## src/rtl/pfxdec_pkg.sv

```systemverilog
`timescale 1ns/1ps
package pfxdec_pkg;
    localparam int BYTE_W = 8;
    localparam logic [2:0] PFX_MARK     = 3'b111;
    localparam logic [1:0] EXT_RESERVED = 2'b10;

    typedef enum logic [1:0] {
        ST_IDLE,
        ST_AFTER_PFX,
        ST_OPERAND,
        ST_HOLD
    } dec_state_e;
endpackage

```

## src/rtl/pfxdec_fields.sv

```systemverilog
`timescale 1ns/1ps
module pfxdec_fields
    import pfxdec_pkg::*;
(
    input  logic [BYTE_W-1:0] pfx,
    output logic [1:0]        size,
    output logic              wide_addr,
    output logic [1:0]        ext,
    output logic              ext_err
);
    always_comb begin
        size      = pfx[5:4];
        wide_addr = pfx[3];
        ext       = pfx[7:6];
        ext_err   = (pfx[7:6] == EXT_RESERVED);
    end
endmodule

```

## src/rtl/pfxdec_opr_acc.sv

```systemverilog
`timescale 1ns/1ps
module pfxdec_opr_acc
    import pfxdec_pkg::*;
#(
    parameter int NBYTES = 8,
    localparam int IDX_W = (NBYTES > 1) ? $clog2(NBYTES) : 1
) (
    input  logic                     clk,
    input  logic                     rst_n,
    input  logic                     clr,
    input  logic                     we,
    input  logic [IDX_W-1:0]         idx,
    input  logic [BYTE_W-1:0]        din,
    output logic [NBYTES*BYTE_W-1:0] opr
);
    for (genvar g = 0; g < NBYTES; g++) begin : g_lane
        always_ff @(posedge clk or negedge rst_n) begin
            if (!rst_n) begin
                opr[g*BYTE_W +: BYTE_W] <= '0;
            end else if (clr) begin
                opr[g*BYTE_W +: BYTE_W] <= '0;
            end else if (we && (idx == IDX_W'(g))) begin
                opr[g*BYTE_W +: BYTE_W] <= din;
            end
        end
    end
endmodule

```

## src/rtl/pfxdec_ctrl.sv

```systemverilog
`timescale 1ns/1ps
module pfxdec_ctrl
    import pfxdec_pkg::*;
#(
    parameter int NBYTES = 8,
    parameter int CNT_W  = 4,
    parameter int LEN_W  = 4
) (
    input  logic              clk,
    input  logic              rst_n,
    input  logic              in_valid,
    input  logic [BYTE_W-1:0] in_byte,
    input  logic              op_imm,
    input  logic [CNT_W-1:0]  op_bytes,
    input  logic [1:0]        size,
    input  logic              dec_ready,
    output logic              in_ready,
    output logic              dec_valid,
    output logic [BYTE_W-1:0] pfx_q,
    output logic [BYTE_W-1:0] opcode_q,
    output logic [LEN_W-1:0]  len,
    output logic              acc_clr,
    output logic              acc_we,
    output logic [CNT_W-1:0]  got_q
);
    dec_state_e       state, nxt;
    logic             has_pfx;
    logic [CNT_W-1:0] need_q;
    logic [CNT_W-1:0] need_new;
    logic [CNT_W-1:0] imm_bytes;
    logic [CNT_W-1:0] lut_bytes;
    logic             accept;
    logic             is_pfx;
    logic             last_opr;

    assign accept   = in_valid && in_ready;
    assign is_pfx   = (in_byte[2:0] == PFX_MARK);
    assign last_opr = ((got_q + CNT_W'(1)) == need_q);

    always_comb begin
        imm_bytes = CNT_W'(1) << size;
        if (imm_bytes > CNT_W'(NBYTES)) imm_bytes = CNT_W'(NBYTES);
        lut_bytes = (op_bytes > CNT_W'(NBYTES)) ? CNT_W'(NBYTES) : op_bytes;
        need_new  = op_imm ? imm_bytes : lut_bytes;
    end

    always_ff @(posedge clk or negedge rst_n) begin
        if (!rst_n) state <= ST_IDLE;
        else        state <= nxt;
    end

    always_comb begin
        nxt = state;
        unique case (state)
            ST_IDLE: begin
                if (accept) begin
                    if (is_pfx)              nxt = ST_AFTER_PFX;
                    else if (need_new == '0) nxt = ST_HOLD;
                    else                     nxt = ST_OPERAND;
                end
            end
            ST_AFTER_PFX: begin
                if (accept) nxt = (need_new == '0) ? ST_HOLD : ST_OPERAND;
            end
            ST_OPERAND: begin
                if (accept && last_opr) nxt = ST_HOLD;
            end
            ST_HOLD: begin
                if (dec_ready) nxt = ST_IDLE;
            end
        endcase
    end

    always_ff @(posedge clk or negedge rst_n) begin
        if (!rst_n) begin
            has_pfx  <= 1'b0;
            pfx_q    <= '0;
            opcode_q <= '0;
            need_q   <= '0;
            got_q    <= '0;
        end else begin
            unique case (state)
                ST_IDLE: begin
                    if (accept) begin
                        if (is_pfx) begin
                            pfx_q   <= in_byte;
                            has_pfx <= 1'b1;
                        end else begin
                            opcode_q <= in_byte;
                            need_q   <= need_new;
                            got_q    <= '0;
                        end
                    end
                end
                ST_AFTER_PFX: begin
                    if (accept) begin
                        opcode_q <= in_byte;
                        need_q   <= need_new;
                        got_q    <= '0;
                    end
                end
                ST_OPERAND: begin
                    if (accept) got_q <= got_q + CNT_W'(1);
                end
                ST_HOLD: begin
                    if (dec_ready) begin
                        pfx_q   <= '0;
                        has_pfx <= 1'b0;
                    end
                end
            endcase
        end
    end

    always_comb begin
        in_ready  = (state != ST_HOLD);
        dec_valid = (state == ST_HOLD);
        acc_clr   = accept && (((state == ST_IDLE) && !is_pfx) || (state == ST_AFTER_PFX));
        acc_we    = accept && (state == ST_OPERAND);
        len       = LEN_W'(has_pfx) + LEN_W'(1) + LEN_W'(need_q);
    end
endmodule

```

## src/rtl/instr_prefix_decoder.sv

```systemverilog
`timescale 1ns/1ps
module instr_prefix_decoder
    import pfxdec_pkg::*;
#(
    parameter int NBYTES = 8,
    localparam int OPR_W = NBYTES * BYTE_W,
    localparam int CNT_W = $clog2(NBYTES + 1),
    localparam int LEN_W = $clog2(NBYTES + 3),
    localparam int IDX_W = (NBYTES > 1) ? $clog2(NBYTES) : 1
) (
    input  logic              clk,
    input  logic              rst_n,
    input  logic              in_valid,
    input  logic [BYTE_W-1:0] in_byte,
    output logic              in_ready,
    input  logic              op_imm,
    input  logic [CNT_W-1:0]  op_bytes,
    output logic              dec_valid,
    input  logic              dec_ready,
    output logic [BYTE_W-1:0] dec_opcode,
    output logic [1:0]        dec_size,
    output logic              dec_wide_addr,
    output logic [1:0]        dec_ext,
    output logic              dec_err,
    output logic [OPR_W-1:0]  dec_operand,
    output logic [LEN_W-1:0]  dec_len
);
    logic [BYTE_W-1:0] pfx_q;
    logic              acc_clr;
    logic              acc_we;
    logic [CNT_W-1:0]  got_q;

    pfxdec_fields u_fields (
        .pfx       (pfx_q),
        .size      (dec_size),
        .wide_addr (dec_wide_addr),
        .ext       (dec_ext),
        .ext_err   (dec_err)
    );

    pfxdec_ctrl #(.NBYTES(NBYTES), .CNT_W(CNT_W), .LEN_W(LEN_W)) u_ctrl (
        .clk       (clk),
        .rst_n     (rst_n),
        .in_valid  (in_valid),
        .in_byte   (in_byte),
        .op_imm    (op_imm),
        .op_bytes  (op_bytes),
        .size      (dec_size),
        .dec_ready (dec_ready),
        .in_ready  (in_ready),
        .dec_valid (dec_valid),
        .pfx_q     (pfx_q),
        .opcode_q  (dec_opcode),
        .len       (dec_len),
        .acc_clr   (acc_clr),
        .acc_we    (acc_we),
        .got_q     (got_q)
    );

    pfxdec_opr_acc #(.NBYTES(NBYTES)) u_acc (
        .clk   (clk),
        .rst_n (rst_n),
        .clr   (acc_clr),
        .we    (acc_we),
        .idx   (got_q[IDX_W-1:0]),
        .din   (in_byte),
        .opr   (dec_operand)
    );
endmodule

```

## config.mk

```make
export PLATFORM = sky130hd
export DESIGN_NAME = instr_prefix_decoder
export DESIGN_NICKNAME = d
export VERILOG_FILES = /design/src/rtl/pfxdec_pkg.sv /design/src/rtl/pfxdec_fields.sv /design/src/rtl/pfxdec_opr_acc.sv /design/src/rtl/pfxdec_ctrl.sv /design/src/rtl/instr_prefix_decoder.sv
export SDC_FILE = /design/constraint.sdc
export NUM_CORES = 1
export LEC_CHECK = 0
export BUFFER_PORTS_ARGS = -buffer_cell sky130_fd_sc_hd__buf_2
export CAP_MARGIN = 0
export CORE_ASPECT_RATIO = 0.6
export CORE_MARGIN = 5
export CORE_UTILIZATION = 55
export CTS_BUF_LIST = sky130_fd_sc_hd__clkbuf_4
export DETAILED_ROUTE_END_ITERATION = 10
export PLACE_DENSITY = 0.81
export RECOVER_POWER = 100
export SYNTH_ARGS = -nofsm -noshare
export SYNTH_HDL_FRONTEND = slang
export SYNTH_SLANG_ARGS = --single-unit
```

## constraint.sdc

```tcl
create_clock -name clk -period 3 [get_ports clk]
set_clock_uncertainty 0.2 [all_clocks]
set_input_delay 0.45 -clock clk [delete_from_list [all_inputs] [get_ports clk]]
set_output_delay 0.45 -clock clk [all_outputs]
set_load 0.01 [all_outputs]
```

Yosys cells after proc, flatten, opt, wreduce, memory -nomap -nowiden
Cells that the tools add are included. W data, S select, Z words.

Equality and inequality tests: 21. Multiplexer cells: 47. Shifts and indexed selects: 1. Reduce and logical (&&, ||, !) cells: 33. Add/subtract/negate cells: 3. $lt $le $gt $ge: 2.

Operator list (number): $mux W8 (22); $mux W4 (10); $pmux W8 S2 (2); $reduce_bool A2 Y1 (10); $eq A3 B3 Y1 const B (5); $logic_and A1 B1 Y1 (13); $ne A2 B1 Y1 const B (6); $pmux W4 S3 (1); $reduce_and A4 Y1 (3); $mux W2 (5); $gt A4 B4 Y1 const B (2); $pmux W2 S4 (1); $pmux W4 S2 (1); $eq A2 B2 Y1 const B (3); $eq A3 B2 Y1 const B (2); $reduce_and A5 Y1 (1); $add A4 B1 Y4 const B (1); $add A4 B4 Y4 (1); $eq A4 B4 Y1 (1); $logic_not A4 Y1 (1); $mux W1 (4); $ne A2 B2 Y1 const B (2); $shl A1 B2 Y4 const A (1); $eq A3 B1 Y1 const B (1); other kinds (8) (8).

Output and inout port bits: 84. Flip-flop bits (word level): 91. Word-level logic and storage cells: 121. Input bits: 17.

Depth between registers and ports, before layout
Gate-level depths: netlist of run 1.

Word-level depth: 9. Depth in mapped cells: 8. Gate-level depth less buffers: 7.

Modules after synthesis
A second synthesis of run 1 with hierarchy kept.

Cell total of the unflattened synthesis: 375. Area, all modules: 4490.6 um2.

Modules (own cells, without submodules): pfxdec_opr_acc (area an instance 2939.1 um2, seq. area each 1601.5 um2, cells an instance 236, times used 1); pfxdec_ctrl (area an instance 1500.2 um2, seq. area each 675.6 um2, cells an instance 133, times used 1); pfxdec_fields (area an instance 51.3 um2, seq. area each 0.0 um2, cells an instance 6, times used 1).

Least setup slack after synthesis of run 1
No wires, ideal clock.

Path type: flip-flop to flip-flop. Start point: register u_ctrl.state[0]. End point: register u_ctrl.state[0]. Clock period less this slack: 2077 ps. Data arrival time: 1749 ps. Required time: 2673 ps. Setup slack: 923 ps. Buffers on the path: 1. Cell stages (with the launch flop): 7. Setup time: 127 ps. Cells stage by stage: dfrtp_1 ha_1 nand2b_1 buf_6 o41ai_2 o311ai_1 mux2_1.

Elaborated cells between the ends (all ways): 13. Those cells by class: 8 x eq/ne; 1 x mux; 4 x reduce/logical.

RTL lines: start, declared (line pfxdec_ctrl.sv:26) `dec_state_e state, nxt;`; start signal, assigned (line pfxdec_ctrl.sv:49) `else state <= nxt;`; $eq A2 B2 Y1 *; named net dec_valid (line instr_prefix_decoder.sv:18) `output logic dec_valid,`; $ne A2 B1 Y1 (no source line); $reduce_and A4 Y1 (no source line).

The timed path passes the listed nets; every way through them passes the cells marked *. A chain may end at the register's enable or synchronous reset.

Final worst setup path of run 1
Start point: register u_ctrl.state[0]. End point: register u_acc.opr[46].

Word-level cells in the longest chain between the ends: 5. Elaborated cells between the ends (all ways): 12. Those cells by class: 3 x eq/ne; 1 x mux; 8 x reduce/logical.

RTL lines: $ne A2 B2 Y1 or $logic_not A2 Y1 (tied branches) (line pfxdec_ctrl.sv:116, pfxdec_ctrl.sv:118); $logic_and A1 B1 Y1 (on tied branches) (line pfxdec_ctrl.sv:36, pfxdec_ctrl.sv:118); $logic_and A1 B1 Y1 or $logic_or A1 B1 Y1 (tied branches) (line pfxdec_ctrl.sv:119, pfxdec_ctrl.sv:118); $logic_and A1 B1 Y1 (on tied branches) (line pfxdec_opr_acc.sv:22, pfxdec_ctrl.sv:118); $reduce_bool A2 Y1 (no source line) or $mux W8 (tied branches); end signal, assigned by index (line pfxdec_opr_acc.sv:23) `opr[g*BYTE_W +: BYTE_W] <= din;`; end, declared (line pfxdec_opr_acc.sv:14) `output logic [NBYTES*BYTE_W-1:0] opr`.

Several ways; a longest one is shown, not always the timed one.

==> results of run 1 <==
-- state kept, by name (all words and copies together), names as in the netlist --
signal,count
u_ctrl.need_q,4
u_ctrl.state,2
u_ctrl.pfx_q,5
u_ctrl.has_pfx,1
u_acc.opr,64
u_ctrl.got_q,4
u_ctrl.opcode_q,8
-- timing repair --
action	4_1_cts	5_1_grt
hold buffers	1	0
hold endpoints to repair	49	0
setup buffers	0	0
-- final cells by class --
| cell class | count | area share (%) |
|---|---|---|
| repair buffers | 106 | 9.69 |
| clock buffers | 12 | 1.96 |
| multi-input cells | 272 | 35.9 |
| clock inverters | 4 | 0.980 |
| inverters | 13 | 1.06 |
| well taps | 91 | 2.48 |
| flip-flops and latches | 88 | 47.9 |
-- cells in the mapped netlist --
| cell | n | area [sq um] |
|---|---|---|
| o21ai_1 | 1 | 5.00 |
| o21ai_0 | 7 | 35.0 |
| nand2b_1 | 2 | 12.5 |
| nor2_1 | 32 | 120 |
| clkbuf_1 | 15 | 56.3 |
| a32o_1 | 1 | 10.0 |
| a221oi_1 | 1 | 8.76 |
| xor2_1 | 2 | 17.5 |
| o311ai_1 | 1 | 8.76 |
| a21oi_1 | 42 | 210 |
| buf_4 | 1 | 7.51 |
| a21o_1 | 2 | 15.0 |
| xnor2_1 | 4 | 35.0 |
| a32oi_1 | 3 | 26.3 |
| buf_2 | 7 | 35.0 |
| a21boi_0 | 1 | 7.51 |
| nor2_4 | 1 | 11.3 |
| and3_1 | 1 | 6.26 |
| nor2b_1 | 2 | 12.5 |
| mux2_1 | 2 | 22.5 |
| a22o_1 | 5 | 43.8 |
| mux2_2 | 7 | 78.8 |
| nor3_4 | 1 | 16.3 |
| mux2i_1 | 24 | 240 |
| nor2_2 | 1 | 6.26 |
| a31oi_1 | 3 | 18.8 |
| fa_1 | 1 | 20.0 |
| nand3_2 | 3 | 30.0 |
| nand2_1 | 75 | 282 |
| ha_1 | 13 | 163 |
| buf_6 | 1 | 11.3 |
| o2bb2ai_1 | 1 | 8.76 |
| nor3_1 | 1 | 5.00 |
| nand3_1 | 26 | 130 |
| a311oi_1 | 1 | 8.76 |
| and2_1 | 2 | 12.5 |
| dfrtp_1 | 88 | 2200 |
| o41ai_2 | 1 | 16.3 |
| o22ai_1 | 1 | 6.26 |
| o21ba_2 | 1 | 10.0 |
| inv_1 | 13 | 48.8 |
-- path summary, 6_finish.rpt --
path                       slack [ns]                 end  cells after the start
max                              0.31       u_acc.opr[46]                      6
min                              0.08      u_ctrl.has_pfx                      3
max reg2reg                      0.31       u_acc.opr[46]                      6
max in group asynchronous        0.61       u_acc.opr[30]                      3
min in group asynchronous        0.59       u_acc.opr[60]                      2
min reg2reg                      0.33  u_ctrl.opcode_q[2]                      1
-- layer usage --
metal | vias to the layer above | share of wire, %
met5 | - | 0
met4 | 0 | 1.4
met3 | 18 | 11
met2 | 152 | 44
met1 | 1599 | 44
li1 | 1525 | -
-- worst min-delay path: cells and delay by family --
kind	cells	cell delay [ns]
AND/OR/NAND/NOR	1	0.05
buffers and inverters	1	0.10
AO/OA/AOI/OAI	1	0.10
-- through the flow --
stage | util, % | power [W] | setup slack, ns | std cells | hold WS (ns)
floorplan | - | 0.00254 | 0.923 | 397 | -0.0456
global placement | 63.9 | 0.00299 | 0.647 | 569 | 0.284
detailed placement | 63.9 | 0.00308 | 0.547 | 569 | 0.294
CTS | 65.9 | 0.00373 | 0.407 | 586 | 0.0546
global route | 64.0 | 0.00390 | 0.161 | 586 | 0.0325
finish | 64.0 | 0.00364 | 0.305 | 586 | 0.0798
-- kinds of logic after synthesis --
group | Yosys count | synth area share, %
and+or+nand+nor | 147 | 16.0
DFF | 88 | 54.8
AOI/OAI and AO/OA | 72 | 10.9
buffers and inverters | 37 | 3.95
muxes | 33 | 8.49
adders and majority gates | 14 | 4.54
xor gates and xnor gates | 6 | 1.31
-- power by group --
part	internal [W]	switching, W	leakage, nW
combinational	0.000490	0.000871	0.972
clock	0.000279	0.000383	0.0811
sequential	0.00143	0.000185	1.19
total	0.00220	0.00144	2.25
==> metrics.txt, run 1 <==
Worst Tran Pin Value=between 1 and 1.5 ns; Hold Path Origin=dec_ready; outcome=complete, no violations; Worst Path Buf+Inv=0; port bufs=100; num rows=24; syn nets=between 400 and 500; met1 usage=33.0%; Yosys warning count=0; CP most frequent cell=nor2_1; worst skew pair latency=0.45 ns; Critical Path Start=u_ctrl.state[0]; Vias=3294; Fmax=0.371 GHz; Peak VDD IR=between 0.0005 and 0.0006 V; core area=7180 sq um; grt ovf=0; Final Hold Viols=0; area grow syn2layout=14.3%; slew margin rel.=16.5%; Inserted Diodes=0; PwrDens=791 nW/um^2; most frequent cells in the layout=88 x dfrtp_1, 86 x clkbuf_1, 75 x nand2_1, 42 x a21oi_1, 33 x nor2_1; clk buf depth=2; met2 usage=35.4%; vias in the first global route=3386; worst path cell trace=ha_1 > nand2b_1 > nor2_1 > nand3_2 > mux2i_1 > nor2_1; antenna viol nets, final=0; CP Launch Type=flip-flop; register area=2200 sq um; DRT Pass-1 Iters=5; Total Routing Usage GR=24.1%; Inserted Clock Buffers=9; Final min period=2.69 ns; GRT met3 Usage=between 10% and 20%; r2r startpoint=u_ctrl.state[0]; Netlist cell types=slightly above 40; crit path kind=reg2reg; Req. time, crit path=3.13 ns; Die W=120 microns; Via density=5.62; layout cells sized above 1=9.70%; max cap viols=0; worst hold path class=in2reg; final period utilization=89.8%; largest net degree at the start of global routing=62; total routed wirelength=10600 microns; Syn Inst Count=between 300 and 400; Pins Over Slew Limit=0; unrepaired setup endpoints after global routing=no; sequential cell area fraction in the yosys report=54.8%; Slowest-stage cell, CP=nor2_1; initial antenna violation count=0; first-pass GRT wire length=about 17000 microns; final setup vio count=0; commonest non-fill, non-tap cell in the layout=dfrtp_1; Clock Sinks=88; die height=about 76 microns; total die area=a little over 9000 sq um; H-tree levels=3; Worst Path Max Fanout=9; GPL Wtd Cong=0.862; cts repair resizes=0; crit end category=flip-flop; Seq cells post-synth=88; CP delay by family, top=simple AND/OR/NAND/NOR gates; final instance area=about 4600 sq um; GRT busiest layer=met2; area of the mapped netlist=4020 sq um; clock slew at reported path FFs=0.14 ns; filler instances=between 600 and 700; setup TNS=0 ns; nets@finish=521; CTS tree=done; Residual DRC=0; Leak=approximately 2.2 nW; clk root buf=clkbuf_4; DP Wirelength=between 7000 and 8000 microns; Syn Area/Cell=just over 10 sq um; I/O Pins=101; routed len/inst=~18 microns; Initial Util=between 50% and 60%; CP peak stage delay=0.61 ns; area of the multi-input gates=1650 sq um; Detailed Route Iter0 Violations=346; worst endpoint data arrival time=~2.8 ns; Placed Area=4580 sq um
No activity file was read; power rests on OpenSTA's default activity.
==> run 2: changes to the inputs <==
Settings changed: GPL_TIMING_DRIVEN from default to 0.
Clock period 3 ns to 2.99 ns, I/O delays scaled along.
==> run 2 against run 1 <==
Against the previous run: critical path depth did not move; combinational power barely moved; global-route usage fell by 0.35 points; sequential power barely moved; maximum frequency rose by 1.9%; highest routed layer unchanged.
==> metrics.txt, run 2 (same netlist as run 1, synthesis figures left out) <==
hold buffers post-CTS=1 (unchanged); num rows=24 (unchanged); area grow syn2layout=16.1% (was 14.3%); filler instances=639 (was 620); Inserted Clock Buffers=9 (unchanged); antenna viol nets, final=0 (unchanged); PwrDens=803 nW/um^2 (was 791 nW/um^2); Inserted Diodes=0 (unchanged); vias in the first global route=3279 (was 3386); Final Non-Filler Cells=601 (was 586); port bufs=95 (was 100); DP Wirelength=7560 microns (was 7570 microns); worst endpoint data arrival time=2.73 ns (was 2.82 ns); cts repair resizes=0 (unchanged); routed len/inst=17.5 microns (was 18.1 microns); commonest non-fill, non-tap cell in the layout=clkbuf_1 (was dfrtp_1); largest net degree at the start of global routing=74 (was 62); worst path cell trace=ha_1 > nand2b_1 > clkbuf_1 > nor2_1 > clkbuf_1 > a21oi_1 (was ha_1 > nand2b_1 > nor2_1 > nand3_2 > mux2i_1 > nor2_1); total die area=9180 sq um (unchanged); Clock Sinks=88 (unchanged); clk root buf=clkbuf_4 (unchanged); Vias=3376 (was 3294); clk buf depth=2 (unchanged); clock slew at reported path FFs=0.12 ns (was 0.14 ns); initial antenna violation count=0 (unchanged); I/O Pins=101 (unchanged); total routed wirelength=10500 microns (was 10600 microns); Initial Util=56.0% (unchanged); layout cells sized above 1=9.22% (was 9.70%); crit end category=flip-flop (unchanged); die height=76.2 microns (unchanged); first-pass GRT wire length=17100 microns (was 17400 microns); core area=7180 sq um (unchanged); Post-Place Cells=584 (was 569); slew margin rel.=34.5% (was 16.5%); most frequent cells in the layout=102 x clkbuf_1, 88 x dfrtp_1, 75 x nand2_1, 42 x a21oi_1, 33 x nor2_1 (was 88 x dfrtp_1, 86 x clkbuf_1, 75 x nand2_1, 42 x a21oi_1, 33 x nor2_1); Pwr Total=0.00375 W (was 0.00364 W); Worst Path Max Fanout=10 (was 9); setup TNS=0 ns (unchanged); max cap viols=0 (unchanged); H-tree levels=3 (unchanged); final setup vio count=0 (unchanged); worst skew pair latency=0.43 ns (was 0.45 ns); Largest register FFs=64 (unchanged); Fmax=0.378 GHz (was 0.371 GHz); Top Registers=u_acc.opr x64, u_ctrl.opcode_q x8, u_ctrl.pfx_q x5 (unchanged); Req. time, crit path=3.07 ns (was 3.13 ns); Pins Over Slew Limit=0 (unchanged); Final Hold Viols=0 (unchanged); Die W=120 microns (unchanged); CTS tree=done (unchanged); Setup Fix Bufs, Post-CTS=0 (unchanged); worst hold path class=in2reg (unchanged); grt ovf=0 (unchanged); Via density=5.62 (about the same); Peak VDD IR=0.000501 V (was 0.000568 V); final period utilization=88.4% (was 89.8%); CP most frequent cell=clkbuf_1 (was nor2_1); outcome=complete, no violations (unchanged); Final min period=2.64 ns (was 2.69 ns); CP peak stage delay=0.65 ns (was 0.61 ns); Residual DRC=0 (unchanged); DRT Pass-1 Iters=7 (was 5); Total Routing Usage GR=23.7% (was 24.1%); Worst Tran Pin Value=0.982 ns (was 1.25 ns); Leak=2.26 nW (was 2.25 nW); Detailed Route Iter0 Violations=326 (was 346); GPL Wtd Cong=0.862 (unchanged); nets@finish=536 (was 521); crit path kind=reg2reg (unchanged); CP Launch Type=flip-flop (unchanged); largest register by flop count=u_acc.opr (unchanged); Slowest-stage cell, CP=nor2_1 (unchanged); unrepaired setup endpoints after global routing=no (unchanged)
## run 2: cell types whose count changed in the layout (fill, tap and decap cells not counted), sizes merged
cell,previous run,this run
clkbuf,100,113
clkinv,3,2
clkinvlp,0,2
bufinv,1,2
## run 2: stage by stage
stage / hold slack [ns] / instance area [sq um] / utilization, % / setup slack (ns)
after global routing: 0.0846 / 4670 / 65.1 / 0.154
final: 0.105 / 4670 / 65.1 / 0.346
after CTS: 0.0785 / 4810 / 67.0 / 0.421
after global placement: 0.285 / 4610 / 64.2 / 0.585
after detailed placement: 0.124 / 4640 / 64.7 / 0.683
after floorplan: -0.0471 / 4020 / - / 0.913
## run 2: report_power, final
| part | switching [W] | internal (W) | leakage, nW |
|---|---|---|---|
| sequential | 0.000188 | 0.00143 | 1.19 |
| combinational | 0.000903 | 0.000489 | 0.988 |
| clock | 0.000391 | 0.000345 | 0.0800 |
## run 2: critical path, delay by kind of cell, from the launching register on
kind	cells	cell delay, ns
AOI/OAI and AO/OA	1	0.09
adders and majority gates	1	0.26
buffers and inverters	2	0.71
DFF	1	0.44
and+or+nand+nor	2	0.82
## run 2: path summary, 6_finish.rpt
kind                                    start  cells after the start            endpoint  slack, ns
setup / recovery              u_ctrl.state[0]                      6       u_acc.opr[16]       0.35
hold / removal                      dec_ready                      3      u_ctrl.has_pfx       0.11
setup reg to reg              u_ctrl.state[0]                      6       u_acc.opr[16]       0.35
hold reg to reg            u_ctrl.opcode_q[2]                      1  u_ctrl.opcode_q[2]       0.33
max in group asynchronous               rst_n                      3      u_ctrl.has_pfx       0.65
min in group asynchronous               rst_n                      2       u_acc.opr[58]       0.40
## run 2: cell type report
type / instances / area (sq um) / area share [%]
Inverter: 13 / 48.8 / 1.05
Clock inverter: 6 / 83.8 / 1.80
Sequential cell: 88 / 2200 / 47.2
Timing Repair Buffer: 97 / 387 / 8.28
Clock buffer: 10 / 75.1 / 1.61
Multi-Input combinational cell: 272 / 1660 / 35.5
Tap cell: 91 / 114 / 2.44
Buffer: 24 / 101 / 2.17
## run 2: routing by layer
| layer | up-vias | routed length [microns] | GRT usage [%] |
|---|---|---|---|
| met5 | - | 0 | 0 |
| met4 | 0 | 92 | 5.88 |
| met3 | 13 | 1050 | 7.94 |
| met2 | 174 | 4710 | 34.9 |
| met1 | 1630 | 4640 | 34.0 |
| li1 | 1559 | - | - |
